==> src/rtl/rcause_pkg.sv <==
`timescale 1ns/1ps
// rcause_pkg: shared widths, bit positions and key codes for the reset
// cause recorder. Assumes seven sources and 4-bit mask keys.
package rcause_pkg;
    localparam int KEY_W    = 4;
    localparam int N_SRC    = 7;
    localparam int CTRL_W   = 2 * KEY_W + 1;
    localparam int WARM_BIT = N_SRC;
    localparam int STAT_W   = N_SRC + 1;
    localparam int DATA_W   = (CTRL_W > STAT_W) ? CTRL_W : STAT_W;

    // Source positions inside the status word (software decodes these).
    localparam int IDX_POR  = 0;
    localparam int IDX_WDOG = 1;
    localparam int IDX_TEMP = 2;
    localparam int IDX_LOCK = 3;
    localparam int IDX_SW   = 4;
    localparam int IDX_JSW  = 5;
    localparam int IDX_JGEN = 6;

    localparam logic [KEY_W-1:0] KEY_WDOG_OPEN = 4'hA;
    localparam logic [KEY_W-1:0] KEY_TEMP_OPEN = 4'h2;
    localparam logic [KEY_W-1:0] KEY_MASKED    = 4'h5;

    typedef struct packed {
        logic             lockup_en;
        logic [KEY_W-1:0] temp_key;
        logic [KEY_W-1:0] wdog_key;
    } ctrl_t;

    localparam ctrl_t CTRL_DEFAULT = '{lockup_en: 1'b0,
                                       temp_key:  KEY_TEMP_OPEN,
                                       wdog_key:  KEY_WDOG_OPEN};

    // Only the exact masked code blocks a source; any other code is open.
    function automatic logic key_blocks(input logic [KEY_W-1:0] key);
        return key == KEY_MASKED;
    endfunction
endpackage

==> src/rtl/rcause_ctrl.sv <==
`timescale 1ns/1ps
// rcause_ctrl: holds the mask keys and lockup enable.
// Assumes the write strobe is already qualified by the caller.
module rcause_ctrl
    import rcause_pkg::*;
#(
    parameter int CW = CTRL_W
) (
    input  logic          clk,
    input  logic          rst_n,
    input  logic          wr_en,
    input  logic [CW-1:0] wdata,
    output ctrl_t         ctrl_q
);
    // Control register: defaults on reset, full load on write.
    always_ff @(posedge clk) begin
        if (!rst_n) begin
            ctrl_q <= CTRL_DEFAULT;
        end else if (wr_en) begin
            ctrl_q <= ctrl_t'(wdata);
        end
    end
endmodule

==> src/rtl/rcause_qual.sv <==
`timescale 1ns/1ps
// rcause_qual: decides which active sources may reset the chip and which
// set a flag. Purely combinational; a masked watchdog still flags.
module rcause_qual
    import rcause_pkg::*;
#(
    parameter int NS = N_SRC
) (
    input  logic [NS-1:0] src_vec,
    input  ctrl_t         ctrl,
    output logic [NS-1:0] qual_vec,
    output logic [NS-1:0] hit_vec,
    output logic          wdog_masked,
    output logic          temp_masked
);
    logic [NS-1:0] gate;

    // Per-source permission derived from the keys and the lockup enable.
    always_comb begin
        wdog_masked    = key_blocks(ctrl.wdog_key);
        temp_masked    = key_blocks(ctrl.temp_key);
        gate           = '1;
        gate[IDX_WDOG] = ~wdog_masked;
        gate[IDX_TEMP] = ~temp_masked;
        gate[IDX_LOCK] = ctrl.lockup_en;
    end

    // Qualified sources request reset; the watchdog records regardless.
    always_comb begin
        qual_vec          = src_vec & gate;
        hit_vec           = qual_vec;
        hit_vec[IDX_WDOG] = src_vec[IDX_WDOG];
    end
endmodule

==> src/rtl/rcause_flags.sv <==
`timescale 1ns/1ps
// rcause_flags: sticky cause flags with write-one-to-clear and the
// warm-boot bit. Power-on overrides everything; set beats clear.
module rcause_flags
    import rcause_pkg::*;
#(
    parameter int NS = N_SRC
) (
    input  logic          clk,
    input  logic          rst_n,
    input  logic [NS-1:0] hit_vec,
    input  logic          por_now,
    input  logic          clr_wr,
    input  logic [NS:0]   wdata,
    input  logic          wdog_masked,
    input  logic          temp_active,
    output logic [NS-1:0] flags_q,
    output logic          warm_q
);
    logic [NS-1:0] clr_ok;
    logic [NS-1:0] clr_vec;

    // Which flags software may clear this cycle.
    always_comb begin
        clr_ok           = '1;
        clr_ok[IDX_WDOG] = ~wdog_masked;
        clr_ok[IDX_TEMP] = ~temp_active;
        clr_vec          = clr_wr ? (wdata[NS-1:0] & clr_ok) : '0;
    end

    // One sticky flag per source.
    for (genvar i = 0; i < NS; i++) begin : g_flag
        always_ff @(posedge clk) begin
            if (!rst_n) begin
                flags_q[i] <= 1'b0;
            end else if (por_now) begin
                flags_q[i] <= (i == IDX_POR);
            end else begin
                flags_q[i] <= hit_vec[i] | (flags_q[i] & ~clr_vec[i]);
            end
        end
    end

    // Warm-boot indication: plain software bit, dropped on power-on.
    always_ff @(posedge clk) begin
        if (!rst_n) begin
            warm_q <= 1'b0;
        end else if (por_now) begin
            warm_q <= 1'b0;
        end else if (clr_wr) begin
            warm_q <= wdata[NS];
        end
    end
endmodule

==> src/rtl/rcause_top.sv <==
`timescale 1ns/1ps
// rcause_top: reset cause recorder. Gathers the sources, qualifies them,
// records flags and presents a two-word register port.
// Assumes all inputs are synchronous to clk.
module rcause_top
    import rcause_pkg::*;
(
    input  logic              clk,
    input  logic              rst_n,
    input  logic              src_por,
    input  logic              src_wdog,
    input  logic              src_temp,
    input  logic              src_lockup,
    input  logic              src_sw,
    input  logic              src_jtag_sw,
    input  logic              src_jtag_gen,
    input  logic              reg_valid,
    input  logic              reg_write,
    input  logic              reg_addr,
    input  logic [DATA_W-1:0] reg_wdata,
    output logic [DATA_W-1:0] reg_rdata,
    output logic              rst_req,
    output logic [DATA_W-1:0] status
);
    logic [N_SRC-1:0] src_vec;
    logic [N_SRC-1:0] qual_vec;
    logic [N_SRC-1:0] hit_vec;
    logic [N_SRC-1:0] flags_q;
    logic             warm_q;
    logic             wdog_masked;
    logic             temp_masked;
    logic             ctrl_wr;
    logic             stat_wr;
    ctrl_t            ctrl_q;

    // Pack the sources in status-bit order and decode register writes.
    always_comb begin
        src_vec           = '0;
        src_vec[IDX_POR]  = src_por;
        src_vec[IDX_WDOG] = src_wdog;
        src_vec[IDX_TEMP] = src_temp;
        src_vec[IDX_LOCK] = src_lockup;
        src_vec[IDX_SW]   = src_sw;
        src_vec[IDX_JSW]  = src_jtag_sw;
        src_vec[IDX_JGEN] = src_jtag_gen;
        ctrl_wr           = reg_valid & reg_write & ~reg_addr;
        stat_wr           = reg_valid & reg_write &  reg_addr;
    end

    rcause_ctrl #(.CW(CTRL_W)) u_ctrl (
        .clk    (clk),
        .rst_n  (rst_n),
        .wr_en  (ctrl_wr),
        .wdata  (reg_wdata[CTRL_W-1:0]),
        .ctrl_q (ctrl_q)
    );

    rcause_qual #(.NS(N_SRC)) u_qual (
        .src_vec     (src_vec),
        .ctrl        (ctrl_q),
        .qual_vec    (qual_vec),
        .hit_vec     (hit_vec),
        .wdog_masked (wdog_masked),
        .temp_masked (temp_masked)
    );

    rcause_flags #(.NS(N_SRC)) u_flags (
        .clk         (clk),
        .rst_n       (rst_n),
        .hit_vec     (hit_vec),
        .por_now     (src_por),
        .clr_wr      (stat_wr),
        .wdata       (reg_wdata[N_SRC:0]),
        .wdog_masked (wdog_masked),
        .temp_active (src_temp),
        .flags_q     (flags_q),
        .warm_q      (warm_q)
    );

    // Qualified request, registered one cycle behind the sources.
    always_ff @(posedge clk) begin
        if (!rst_n) begin
            rst_req <= 1'b0;
        end else begin
            rst_req <= |qual_vec;
        end
    end

    // Assemble the status word and the read mux.
    always_comb begin
        status                  = '0;
        status[N_SRC-1:0]       = flags_q;
        status[WARM_BIT]        = warm_q;
        reg_rdata               = '0;
        if (reg_addr) begin
            reg_rdata = status;
        end else begin
            reg_rdata[CTRL_W-1:0] = ctrl_q;
        end
    end

    logic unused_temp_masked;
    assign unused_temp_masked = temp_masked;
endmodule

==> config.mk <==
export PLATFORM = sky130hd
export DESIGN_NAME = rcause_top
export DESIGN_NICKNAME = d
export VERILOG_FILES = /design/src/rtl/rcause_pkg.sv /design/src/rtl/rcause_ctrl.sv /design/src/rtl/rcause_qual.sv /design/src/rtl/rcause_flags.sv /design/src/rtl/rcause_top.sv
export SDC_FILE = /design/constraint.sdc
export NUM_CORES = 1
export LEC_CHECK = 0
export BUFFER_PORTS_ARGS = -buffer_cell sky130_fd_sc_hd__clkbuf_2
export CORE_ASPECT_RATIO = 0.75
export CORE_MARGIN = 2
export CORE_UTILIZATION = 44
export DETAILED_ROUTE_END_ITERATION = 8
export PLACE_DENSITY = 0.77
export SLEW_MARGIN = 20
export SYNTH_ARGS = -nofsm -noshare
export SYNTH_HDL_FRONTEND = slang
export SYNTH_SLANG_ARGS = --single-unit
==> constraint.sdc <==
create_clock -name clk -period 1.5 [get_ports clk]
set_clock_uncertainty 0.05 [all_clocks]
set_input_delay 0.45 -clock clk [delete_from_list [all_inputs] [get_ports clk]]
set_output_delay 0.45 -clock clk [all_outputs]
set_load 0.02 [all_outputs]
* Word-level counts from Yosys, hierarchy flattened *
Index checks and enable logic that the tools add are counted.

word-level totals
  bits in registers = 18
  input bits = 21
  output and inout port bits = 19
  word-level logic and storage cells = 50

cells by class
  equal/unequal tests = 2
  mux-type cells = 3
  bitwise logic cells = 31
  reductions and logical operators = 2

operators with widths
  operator                                                         count
  7-bit AND                                                        2
  1-bit NOT                                                        12
  1-bit AND                                                        10
  9-bit two-way mux                                                1
  4-bit by 3-bit == test with 1-bit output, second input constant  2
  7-bit two-way mux                                                1
  1-bit bitwise OR                                                 7
  7-bit OR reduction                                               1
  2-bit OR reduction                                               1
  1-bit two-way mux                                                1

* Depth between registers and ports, before layout *
  word-level depth = 8
  gate-level depth with buffers = 4
  mapped depth without buffers = 3

* Cells and area by module *
From an unflattened synthesis, not the netlist that was laid out.

unflattened totals
  cells, all modules = 96
  area total of the unflattened synthesis = 1,017.2 sq um

by module, submodules not included
  module        instances  cells each  area each (sq um)  seq. area each (sq um)
  rcause_flags  1          32          346.6              160.2
  rcause_ctrl   1          28          330.3              180.2
  rcause_top    1          20          209.0              20.0
  rcause_qual   1          16          131.4              0.0

* Worst setup path before layout *
Ideal clock, no wire load.

  path kind = input -> output
  from = input port reg_addr
  to = output port reg_rdata[1]
  arrival time = 0.976 ns
  data required time = 1.000 ns
  slack = 0.024 ns
  stages on the path = 2
  path buffers = 1
  cell sequence = buf_4 mux2_2

between the ends
  cells in the longest elaborated chain, start to end = 1

RTL lines
  item               line              source
  from (decl)        rcause_top.sv:19  input logic reg_addr,
  9-bit two-way mux  rcause_top.sv:95  if (reg_addr) begin
  to (decl)          rcause_top.sv:21  output logic [DATA_W-1:0] reg_rdata,

No other way between the ends.

* Final worst setup path *
  from = register, netlist name u_ctrl.ctrl_q[4]
  to = output port reg_rdata[4]

between the ends
  cells in the longest elaborated chain, start to end = 1

RTL lines
  item               line
  9-bit two-way mux  rcause_top.sv:95

No other way between the ends.

==> flow_metrics.tcl <==
set metrics [dict create \
    run_status "complete, but fails checks" \
    violations "negative setup slack" \
    yosysWarnings 0 \
    ys_ff_latch 18 \
    fin_ws_ns -0.0524 \
    die_x_um 53.8 \
    synth_fa_ha_area_frac 0 \
    grt_pass1_vias 784 \
    rsz0062_at_grt "yes" \
    synthCells 84 \
    setup_tns_ns -0.292 \
    synth_cell_types 23 \
    grt_pass1_wl_um 3620 \
    pin_count 40 \
    cts_tree "built" \
    ant_nets 0 \
    finalCriticalPeriod_ns 1.55 \
    synth_top_family_by_area "multiplexers" \
    critPathArrivalTime_ns 1.05 \
    drv_cap 0 \
    hold_violations 0 \
    cts-root-buf "clkbuf_4" \
    antenna_found_initial 0 \
    start_kind "flop" \
    dp_hpwl_um 1500 \
    layout_common_cells "clkbuf_2, buf_4, dfxtp_2, nor2_1, mux2i_1" \
    hp-class "input pin to flop" \
    drtIter0Drc 5 \
    routed_wl_um 2230 \
    p_per_area_nw_per_um2 771 \
    dr.pass1.iters 4 \
    synth-compound-area-share 0.0688 \
    final_cells 158 \
    vias_per_cell 5.25 \
    slew_violations 0 \
    layout.nets 159 \
    floorplan.initialDensity 0.470 \
    num_rows 13 \
    netlist_area_sq_um 818 \
    clkSinkCount 18 \
    final_common_cell "clkbuf_2" \
    drive_gt1_frac 0.596 \
    post-place-ws_ns -0.266 \
    wl_per_cell_um 14.1 \
    clkTransAtPathRegs_ns 0.10 \
    ys_seq_area_frac 0.440 \
    finalCritPeriodShare 1.03 \
    crit_fanout 3 \
    synth-xor-area-share 0 \
    syn_nets 105 \
    antennaDiodeCount 0 \
    grt_max_degree 10 \
    muxShareOfSynthArea 0.220 \
    numCtsBuffers 3 \
    critPathRequiredTime_ns 1.00 \
    drc 0 \
    h-tree-depth 1 \
    portBuffers 38 \
    place.gp.congestion 0.773 \
    setup.worst_path.class "flop to output pin" \
    fp.coreArea_sq_um 1740 \
    vdd_ir_drop_max_mv 0.711 \
    vias 830 \
    grt_overflow_total 0 \
    clk_latency_ns 0.30 \
    leakage_nw 0.667 \
    placed_area_sq_um 1030 \
    syn2layout_area_growth_pct 58.3 \
    setup_viol 8 \
    fin_area_sq_um 1290 \
    max_freq_mhz 644 \
    worstSetupEndpointType "output pin" \
    dp_cells 144 \
    total_power_mw 0.999 \
    synth-simple-area-share 0.216 \
    synth.avg_cell_area_sq_um 9.74 \
    fp.dieH_um 41.3 \
    dieArea_sq_um 2220 \
    grt_use_total 0.244 \
    clockBufferDepth 2 \
]
## worst max-delay path: stages, from the launching register on
cell	delay, ns
dfxtp_2	0.34
mux2_4	0.28
buf_8	0.13
## through the flow
stage	hold slack (ns)	util
CTS	0.322	0.721
finish	0.323	0.744
global route	0.342	0.744
global placement	0.435	0.593
floorplan	0.404	-
detailed placement	0.444	0.593
## flip-flops by register name (all words and copies together), names as in the netlist
signal and cells:
u_flags.warm_q 1, rst_req 1, u_ctrl.ctrl_q 9, u_flags.flags_q 7
## cells in the mapped netlist
| cell | instances | share of area |
|---|---|---|
| a21oi_1 | 6 | 0.037 |
| a41oi_1 | 1 | 0.011 |
| and4bb_2 | 1 | 0.015 |
| buf_4 | 3 | 0.028 |
| buf_6 | 1 | 0.014 |
| conb_1 | 1 | 0.0046 |
| dfxtp_1 | 18 | 0.44 |
| inv_1 | 2 | 0.0092 |
| mux2_2 | 8 | 0.11 |
| mux2i_1 | 9 | 0.11 |
| nand2_1 | 5 | 0.023 |
| nand2b_1 | 3 | 0.023 |
| nand3_1 | 1 | 0.0061 |
| nand3b_1 | 1 | 0.0092 |
| nand4_1 | 4 | 0.031 |
| nand4bb_1 | 1 | 0.014 |
| nor2_1 | 12 | 0.055 |
| nor2b_1 | 1 | 0.0077 |
| nor3_1 | 1 | 0.0061 |
| nor4_1 | 1 | 0.0077 |
| nor4b_2 | 1 | 0.018 |
| o211ai_1 | 1 | 0.0092 |
| o21ai_0 | 2 | 0.012 |
## final timing paths
kind / start / endpoint / slack, ns / cells after the start
max reg2reg: u_ctrl.ctrl_q[0] / rst_req / 0.34 / 4
min reg2reg: u_flags.flags_q[2] / u_flags.flags_q[2] / 0.45 / 2
min: src_sw / u_flags.flags_q[4] / 0.32 / 3
max: u_ctrl.ctrl_q[4] / reg_rdata[4] / -0.05 / 2
## final cells by class
| type | count | area (sq um) |
|---|---|---|
| repair buffers | 53 | 412 |
| fillers | 118 | 445 |
| clock buffers | 3 | 22.5 |
| well taps | 22 | 27.5 |
| flip-flops and latches | 18 | 379 |
| multi-input cells | 60 | 447 |
| inverters | 2 | 7.51 |
## power by group
| group | switching [mW] | total (mW) | internal, mW |
|---|---|---|---|
| Combinational | 0.112 | 0.240 | 0.128 |
| Sequential | 0.0118 | 0.512 | 0.500 |
| Clock | 0.153 | 0.247 | 0.0936 |
| Total | 0.277 | 0.999 | 0.722 |
## layer usage
metal,track usage,part of all wire
met1,0.293,0.45
met2,0.424,0.46
met3,0.0643,0.077
met4,0.0962,0.013
met5,0,0
## cells by family (layout without fill, tap and decap cells)
| kind of cell | after synthesis | after routing |
|---|---|---|
| AND/OR/NAND/NOR | 32 | 32 |
| flip-flops | 18 | 18 |
| multiplexers | 17 | 17 |
| AO/OA/AOI/OAI | 10 | 10 |
| buffers and inverters | 6 | 58 |
| other | 1 | 1 |
## timing repair
item	in CTS	in global routing
gates resized for setup	36	14
cloned	1	0
setup buffers	7	3
endpoints found under the setup margin	9	9
hold buffers	0	0
Power figures use the tool's default switching activity.
